==> config.mk <==
export PLATFORM = sky130hd
export DESIGN_NAME = tdm_tx_submux
export DESIGN_NICKNAME = d
export VERILOG_FILES = /design/src/rtl/tdm_tx_pkg.sv /design/src/rtl/tdm_tsa_table.sv /design/src/rtl/tdm_slot_resolver.sv /design/src/rtl/tdm_chan_store.sv /design/src/rtl/tdm_tx_submux.sv
export SDC_FILE = /design/constraint.sdc
export NUM_CORES = 1
export LEC_CHECK = 0
export ABC_AREA = 0
export CORE_ASPECT_RATIO = 1.25
export CORE_MARGIN = 10
export CORE_UTILIZATION = 30
export CTS_BUF_LIST = sky130_fd_sc_hd__clkbuf_4
export DETAILED_ROUTE_END_ITERATION = 6
export DONT_BUFFER_PORTS = 1
export GPL_ROUTABILITY_DRIVEN = 1
export SETUP_SLACK_MARGIN = 0.2
export SYNTH_ARGS = -nofsm -noshare
export SYNTH_HDL_FRONTEND = slang
export SYNTH_SLANG_ARGS = --single-unit
==> constraint.sdc <==
create_clock -name clk -period 7 [get_ports clk]
set_input_delay 0.35 -clock clk [delete_from_list [all_inputs] [get_ports clk]]
set_output_delay 0.35 -clock clk [all_outputs]
set_load 0.02 [all_outputs]
==> src/rtl/tdm_tx_pkg.sv <==
// Shared types and widths for the TDM transmit subchannel multiplexer.
// Assumes 8-bit slots and a 5-bit channel pointer scaled by 64 bytes.
package tdm_tx_pkg;
    localparam int PTR_W     = 5;
    localparam int MASK_W    = 8;
    localparam int ADDR_LSB  = 6;
    localparam int CADDR_W   = PTR_W + ADDR_LSB;
    localparam int NUM_CH    = 1 << PTR_W;
    localparam int CNT_W     = $clog2(MASK_W);

    typedef struct packed {
        logic              valid;
        logic              wrap;
        logic              last;
        logic [PTR_W-1:0]  ptr;
        logic [MASK_W-1:0] mask;
    } tsa_entry_t;

    localparam int ENTRY_W = $bits(tsa_entry_t);
endpackage

==> src/rtl/tdm_tsa_table.sv <==
// Slot assignment table: register file with one write port. It presents
// MAX_SUB consecutive entries starting at 'base', wrapping modulo DEPTH.
// Assumes DEPTH is a power of two.
module tdm_tsa_table import tdm_tx_pkg::*; #(
    parameter int DEPTH   = 16,
    parameter int MAX_SUB = 4,
    parameter int IDX_W   = $clog2(DEPTH)
) (
    input  logic                      clk,
    input  logic                      rst_n,
    input  logic                      wr_en,
    input  logic [IDX_W-1:0]          wr_idx,
    input  tsa_entry_t                wr_entry,
    input  logic [IDX_W-1:0]          base,
    output tsa_entry_t [MAX_SUB-1:0]  grp
);
    tsa_entry_t mem [DEPTH];

    // Clear all entries on reset, then accept single-entry writes.
    always_ff @(posedge clk) begin
        if (!rst_n) begin
            for (int i = 0; i < DEPTH; i++) mem[i] <= '0;
        end else if (wr_en) begin
            mem[wr_idx] <= wr_entry;
        end
    end

    // Read window of candidate group members.
    for (genvar j = 0; j < MAX_SUB; j++) begin : g_win
        assign grp[j] = mem[base + IDX_W'(j)];
    end
endmodule

==> src/rtl/tdm_slot_resolver.sv <==
// Combinational slot resolver. It finds the extent of the slot group, decides
// whether the slot is valid, picks the owner of one bit position (the first
// valid member whose mask bit is set), and reports whether the group holds
// the wrap entry.
module tdm_slot_resolver import tdm_tx_pkg::*; #(
    parameter int MAX_SUB = 4,
    parameter int LEN_W   = $clog2(MAX_SUB + 1)
) (
    input  tsa_entry_t [MAX_SUB-1:0] grp,
    input  logic [CNT_W-1:0]         bitpos,
    output logic                     any_valid,
    output logic                     has_owner,
    output logic [PTR_W-1:0]         owner_ptr,
    output logic                     grp_wrap,
    output logic [LEN_W-1:0]         grp_len
);
    // Scan members in order until the group closes.
    always_comb begin
        logic open;
        open      = 1'b1;
        any_valid = 1'b0;
        has_owner = 1'b0;
        owner_ptr = '0;
        grp_wrap  = 1'b0;
        grp_len   = '0;
        for (int j = 0; j < MAX_SUB; j++) begin
            if (open) begin
                grp_len = LEN_W'(j + 1);
                if (grp[j].valid) begin
                    any_valid = 1'b1;
                    if (!has_owner && grp[j].mask[bitpos]) begin
                        has_owner = 1'b1;
                        owner_ptr = grp[j].ptr;
                    end
                end
                if (grp[j].wrap) grp_wrap = 1'b1;
                if (grp[j].last || grp[j].wrap) open = 1'b0;
            end
        end
    end
endmodule

==> src/rtl/tdm_chan_store.sv <==
// Per-channel holding byte and bit counter. It gives the next bit of the
// selected channel (MSB first) and flags the byte's final bit. The counter
// advances only on 'consume'. A fill does not touch the counter.
module tdm_chan_store import tdm_tx_pkg::*; #(
    parameter int CHANNELS = NUM_CH
) (
    input  logic               clk,
    input  logic               rst_n,
    input  logic               fill_we,
    input  logic [PTR_W-1:0]   fill_chan,
    input  logic [MASK_W-1:0]  fill_byte,
    input  logic [PTR_W-1:0]   rd_chan,
    input  logic               consume,
    output logic               cur_bit,
    output logic               byte_done
);
    localparam logic [CNT_W-1:0] TOP = CNT_W'(MASK_W - 1);

    logic [MASK_W-1:0] hold [CHANNELS];
    logic [CNT_W-1:0]  cnt  [CHANNELS];
    logic [MASK_W-1:0] sel_byte;
    logic [CNT_W-1:0]  sel_cnt;

    // Load holding bytes and advance the counter of the sending channel.
    always_ff @(posedge clk) begin
        if (!rst_n) begin
            for (int i = 0; i < CHANNELS; i++) begin
                hold[i] <= '1;
                cnt[i]  <= '0;
            end
        end else begin
            if (fill_we) hold[fill_chan] <= fill_byte;
            if (consume) cnt[rd_chan] <= cnt[rd_chan] + 1'b1;
        end
    end

    // Select the current bit of the addressed channel.
    always_comb begin
        sel_byte  = hold[rd_chan];
        sel_cnt   = cnt[rd_chan];
        cur_bit   = sel_byte[TOP - sel_cnt];
        byte_done = (sel_cnt == TOP);
    end
endmodule

==> src/rtl/tdm_tx_submux.sv <==
// TDM transmit subchannel multiplexer top. A bit sequencer walks the slot
// table one bit per bit_tick. It restarts at entry 0 on fsync and releases
// the line after the wrap slot until the next fsync. Outputs are registered
// and change in the clock after each strobe.
module tdm_tx_submux import tdm_tx_pkg::*; #(
    parameter int  DEPTH   = 16,
    parameter int  MAX_SUB = 4,
    localparam int IDX_W   = $clog2(DEPTH),
    localparam int LEN_W   = $clog2(MAX_SUB + 1)
) (
    input  logic               clk,
    input  logic               rst_n,
    input  logic               bit_tick,
    input  logic               fsync,
    input  logic               tbl_we,
    input  logic [IDX_W-1:0]   tbl_addr,
    input  logic [ENTRY_W-1:0] tbl_wdata,
    input  logic               fill_we,
    input  logic [PTR_W-1:0]   fill_chan,
    input  logic [MASK_W-1:0]  fill_byte,
    output logic               tx_data,
    output logic               tx_oe,
    output logic               req_valid,
    output logic [PTR_W-1:0]   req_chan,
    output logic [CADDR_W-1:0] req_addr
);
    localparam logic [CNT_W-1:0] LAST_POS = CNT_W'(MASK_W - 1);

    logic                      running;
    logic [IDX_W-1:0]          base;
    logic [CNT_W-1:0]          bitpos;
    logic [IDX_W-1:0]          eff_base;
    logic [CNT_W-1:0]          eff_pos;
    logic                      eff_run;
    tsa_entry_t [MAX_SUB-1:0]  grp;
    logic                      any_valid;
    logic                      has_owner;
    logic [PTR_W-1:0]          owner_ptr;
    logic                      grp_wrap;
    logic [LEN_W-1:0]          grp_len;
    logic                      send_data;
    logic                      consume;
    logic                      cur_bit;
    logic                      byte_done;

    // Frame sync overrides the stored position for the current strobe.
    always_comb begin
        eff_base  = fsync ? '0 : base;
        eff_pos   = fsync ? '0 : bitpos;
        eff_run   = fsync | running;
        send_data = eff_run & any_valid & has_owner;
        consume   = bit_tick & send_data;
    end

    tdm_tsa_table #(.DEPTH(DEPTH), .MAX_SUB(MAX_SUB), .IDX_W(IDX_W)) u_table (
        .clk      (clk),
        .rst_n    (rst_n),
        .wr_en    (tbl_we),
        .wr_idx   (tbl_addr),
        .wr_entry (tsa_entry_t'(tbl_wdata)),
        .base     (eff_base),
        .grp      (grp)
    );

    tdm_slot_resolver #(.MAX_SUB(MAX_SUB), .LEN_W(LEN_W)) u_resolve (
        .grp       (grp),
        .bitpos    (eff_pos),
        .any_valid (any_valid),
        .has_owner (has_owner),
        .owner_ptr (owner_ptr),
        .grp_wrap  (grp_wrap),
        .grp_len   (grp_len)
    );

    tdm_chan_store #(.CHANNELS(NUM_CH)) u_store (
        .clk       (clk),
        .rst_n     (rst_n),
        .fill_we   (fill_we),
        .fill_chan (fill_chan),
        .fill_byte (fill_byte),
        .rd_chan   (owner_ptr),
        .consume   (consume),
        .cur_bit   (cur_bit),
        .byte_done (byte_done)
    );

    // Sequencer: advance bit, slot and frame position on each strobe.
    always_ff @(posedge clk) begin
        if (!rst_n) begin
            running <= 1'b0;
            base    <= '0;
            bitpos  <= '0;
        end else if (bit_tick && eff_run) begin
            if (eff_pos == LAST_POS) begin
                bitpos  <= '0;
                running <= !grp_wrap;
                base    <= grp_wrap ? '0 : eff_base + IDX_W'(grp_len);
            end else begin
                bitpos  <= eff_pos + 1'b1;
                base    <= eff_base;
                running <= 1'b1;
            end
        end
    end

    // Output stage: register the line bit, drive enable and byte request.
    always_ff @(posedge clk) begin
        if (!rst_n) begin
            tx_data   <= 1'b1;
            tx_oe     <= 1'b0;
            req_valid <= 1'b0;
            req_chan  <= '0;
            req_addr  <= '0;
        end else if (bit_tick) begin
            tx_oe     <= eff_run & any_valid;
            tx_data   <= send_data ? cur_bit : 1'b1;
            req_valid <= consume & byte_done;
            req_chan  <= owner_ptr;
            req_addr  <= {owner_ptr, {ADDR_LSB{1'b0}}};
        end else begin
            req_valid <= 1'b0;
        end
    end
endmodule

==> impl_metrics.json <==
{
  "worstRegToRegCells": 22,
  "clockPowerShare_pct": 36.8,
  "worstPathCellList": "and2b_4, inv_4, ha_4, inv_1, nor4_1, and3_1, o41ai_1, a21oi_2, nor4_4, o32ai_1, a211oi_1, buf_4, o2bb2ai_4, a222oi_1, a2bb2oi_1, nand4_1, inv_1, ha_1, ha_1, inv_1, buf_12, nor2_1",
  "yosys.area_share.simple_pct": 18.2,
  "place_congestion": 0.998,
  "routed_wl_mm": 141,
  "cp_slowest_cell": "nor4_1",
  "grt_pass1_vias": 29200,
  "via_per_inst": 5.84,
  "fin_nets": 3405,
  "num-fill-cells": 12100,
  "tns_ns": 0,
  "synth_area_leaders": "edfxtp_1 50%, mux4_2 7.5%, mux2i_1 5.3%",
  "clk_pin_slew_ns": 0.09,
  "synth_fa_ha_area_share_pct": 0.333,
  "drtIter0Drc": 3553,
  "pin_count": 58,
  "die_w_um": 333,
  "async_flop_share_pct": 0,
  "powerDensity_nw_per_um2": 216,
  "reg2reg_setup_slack_ns": 0.30,
  "timing.fmax_ghz": 0.149,
  "core.rowCount": 143,
  "place_inst": 4712,
  "slew_viol_final": 0,
  "clock_latency_ns": 1.15,
  "hold_violations": 0,
  "worst_pin_slew_ns": 1.45,
  "vias": 29600,
  "synth_top_area_cell": "edfxtp_1",
  "status": "finished, violations left",
  "required_ns": 7.79,
  "synth_compound_gate_area_share_pct": 12.7,
  "clock_skew_ns": 0.122,
  "seqPwrFrac_pct": 49.0,
  "hold_end": "u_table.mem[14][5]",
  "core_area_um2": 122000,
  "path_buf_inv": 6,
  "die_h_um": 412,
  "worstReg2RegStart": "base[0]",
  "syn_avg_cell_area_um2": 11.3,
  "yosysTopAreaCellShare_pct": 49.6,
  "yosysWarnings": 0,
  "port_buffers": 0,
  "syn2layout_area_growth_pct": 14.1,
  "ys_ff_latch": 624,
  "p_sw_share_pct": 29.4,
  "total_power_uw": 9090,
  "clockRootBuffer": "clkbuf_4",
  "finalCriticalPeriod_ns": 6.70,
  "h-tree-depth": 4,
  "post-route-period-util_pct": 95.8,
  "syn-instance-count": 3250,
  "cp-end-kind": "flip-flop",
  "finalSetupViolCount": 0,
  "synth_mux_area_share_pct": 13.9,
  "min_from": "tbl_addr[1]",
  "synth_cell_types": 100,
  "hold_ws_ns": 0.0704,
  "r2r-end": "u_store.cnt[21][2]",
  "globalRouteOverflowTotal": 0,
  "dominantRegCellSynth": "edfxtp_1",
  "maxSlewHeadroom_pct": 2.83,
  "worstPathMaxFanout": 24,
  "dp_hpwl_mm": 92.3,
  "power.ir.vdd_worst_v": 0.000123,
  "fin_cells": 5068,
  "route.detailed.drc": 10,
  "ant_nets": 0,
  "path_common_cell": "inv_1",
  "seq_area_frac_synth_pct": 50.5,
  "critPathMaxStageDelay_ns": 0.75,
  "grt_setup_unrepaired": "yes",
  "hold_class": "primary input to flip-flop",
  "crit_type": "flip-flop to flip-flop",
  "grt_max_degree": 99,
  "crit_family": "compound AO/OA/AOI/OAI gates",
  "synthXorXnorAreaFrac_pct": 0.190,
  "violations": "DRC",
  "synth_area_um2": 36800,
  "tritoncts": "yes",
  "numCtsBuffers": 163,
  "worstSetupStartpointType": "flip-flop",
  "combPwrFrac_pct": 14.2,
  "leakage_uw": 0.0146,
  "wl_per_cell_um": 27.8,
  "synth_top_family_by_area": "simple AND/OR/NAND/NOR gates",
  "drv_cap": 0,
  "clock_tree.buffer_depth": 3,
  "crit_arrival_ns": 7.49,
  "internal-power_uw": 6410,
  "dr.pass1.iters": 7,
  "holdPathStages": 2,
  "synth_edf_count": 608,
  "initial_core_util_pct": 30.2,
  "p_switching_uw": 2680,
  "drive_above_1_share_pct": 22.0,
  "grt_pass1_wl_mm": 203,
  "cts.sinks": 624,
  "antenna_found_initial": 11,
  "gr-usage-all-layers_pct": 19.9,
  "die_area_um2": 137000
}
## per-stage QoR
stage / area, um2 / setup WS (ns) / util, %
6_report: 42000 / 0.295 / 34.5
5_1_grt: 42000 / 0.183 / 34.5
3_5_place_dp: 39000 / 0.347 / 32.0
2_1_floorplan: 36800 / 0.245 / -
4_1_cts: 41900 / 0.322 / 34.5
3_3_place_gp: 39000 / 0.411 / 32.0
## final cells by class
type / instances / area, um2 / share of cell area (%)
Timing Repair Buffer: 236 / 2200 / 5.25
Tap cell: 1595 / 2000 / 4.75
Antenna cell: 7 / 17.5 / 0.0417
Clock inverter: 31 / 307 / 0.730
Multi-Input combinational cell: 2289 / 16900 / 40.2
Clock buffer: 243 / 1820 / 4.34
Sequential cell: 624 / 18600 / 44.3
Inverter: 43 / 164 / 0.390
## power groups by stage
stage / sequential, uW / combinational, uW / clock [uW]
5_1_grt: 4460 / 1370 / 3620
6_report: 4450 / 1290 / 3350
3_5_place_dp: 4530 / 1170 / 0
3_3_place_gp: 4520 / 1170 / 0
4_1_cts: 4450 / 1280 / 3420
2_1_floorplan: 4450 / 754 / 0
## cells in the final DEF (no fill, tap or decap), types with 9 or more instances in the layout
cell | Yosys | routed
mux4_2 | 123 | 123
o21ai_0 | 145 | 133
dlygate4sd3_1 | 0 | 62
nor3_1 | 30 | 25
dfxtp_1 | 16 | 14
inv_1 | 36 | 36
nand2b_1 | 57 | 56
buf_4 | 34 | 151
a211oi_1 | 35 | 35
nor4_1 | 9 | 9
a221oi_1 | 28 | 28
o211ai_1 | 21 | 21
o22ai_1 | 47 | 47
and3_1 | 18 | 18
a21oi_1 | 57 | 56
mux2i_1 | 193 | 191
a22oi_1 | 118 | 118
buf_12 | 0 | 20
o221ai_1 | 18 | 18
a221o_1 | 17 | 17
clkinv_1 | 4 | 15
and2_1 | 271 | 271
or2_2 | 102 | 102
nor2b_1 | 42 | 40
edfxtp_1 | 608 | 608
a2bb2oi_1 | 11 | 11
mux2_2 | 33 | 33
o211a_1 | 11 | 11
clkbuf_4 | 0 | 243
a31oi_1 | 15 | 15
nor3b_1 | 15 | 13
nor2_1 | 209 | 201
nand3_1 | 62 | 62
or3_1 | 137 | 137
nand4_1 | 19 | 19
nand2_1 | 257 | 257
o21ai_2 | 2 | 16
## logic make-up (layout without fill, tap and decap cells)
family                   count (synthesis)  count (layout)
flip-flops                             624             624
buffers and inverters                  343             553
XOR/XNOR                                 8               8
AND/OR/NAND/NOR                       1256            1256
AO/OA/AOI/OAI                          657             658
multiplexers                           351             351
adder cells (fa/ha/maj)                 10              10
other                                    1              13
## Yosys cell counts, types with 21 or more instances
master    number
a221oi_1      28
a21oi_1       57
clkbuf_1     168
o21ai_0      145
a22oi_1      118
buf_4         34
mux4_2       123
o22ai_1       47
nor2b_1       42
nand2_1      257
nor2_1       209
or2_2        102
mux2i_1      193
and2_1       271
buf_2         72
mux2_2        33
o211ai_1      21
edfxtp_1     608
nand2b_1      57
nor3_1        30
or3_1        137
nand3_1       62
inv_1         36
a211oi_1      35
## routing by layer
layer | wire length, um | track usage (%) | vias up
met5 | 13 | 0 | -
met4 | 10400 | 13.0 | 2
met3 | 12500 | 4.17 | 513
met2 | 66700 | 33.0 | 1755
met1 | 51000 | 23.2 | 14700
li1 | - | - | 12700
## flip-flops by register name (all words and copies together) (netlist names)
register      flops
base              4
bitpos            3
req_chan          5
req_valid         1
running           1
tx_data           1
tx_oe             1
u_store.cnt      96
u_store.hold    256
u_table.mem     256
## how the worst max path moves through the flow
stage / slack, ns / from / cells after the start / endpoint
final: 0.30 / base[0] / 22 / u_store.cnt[21][2]
after global routing: 0.18 / base[1] / 20 / tx_data
after floorplan: 0.25 / fsync / 32 / u_store.cnt[10][2]
after CTS: 0.32 / base[0] / 20 / tx_data
after global placement: 0.41 / base[1] / 20 / tx_data
after detailed placement: 0.35 / fsync / 22 / u_store.cnt[14][2]
## timing repair
action                                   CTS  global route
hold endpoints to repair                1066             0
endpoints found under the setup margin     0            65
buffers inserted                           0             3
hold buffers                              71             0
gates resized for setup                    0             5
(Power assumes the default switching activity.)
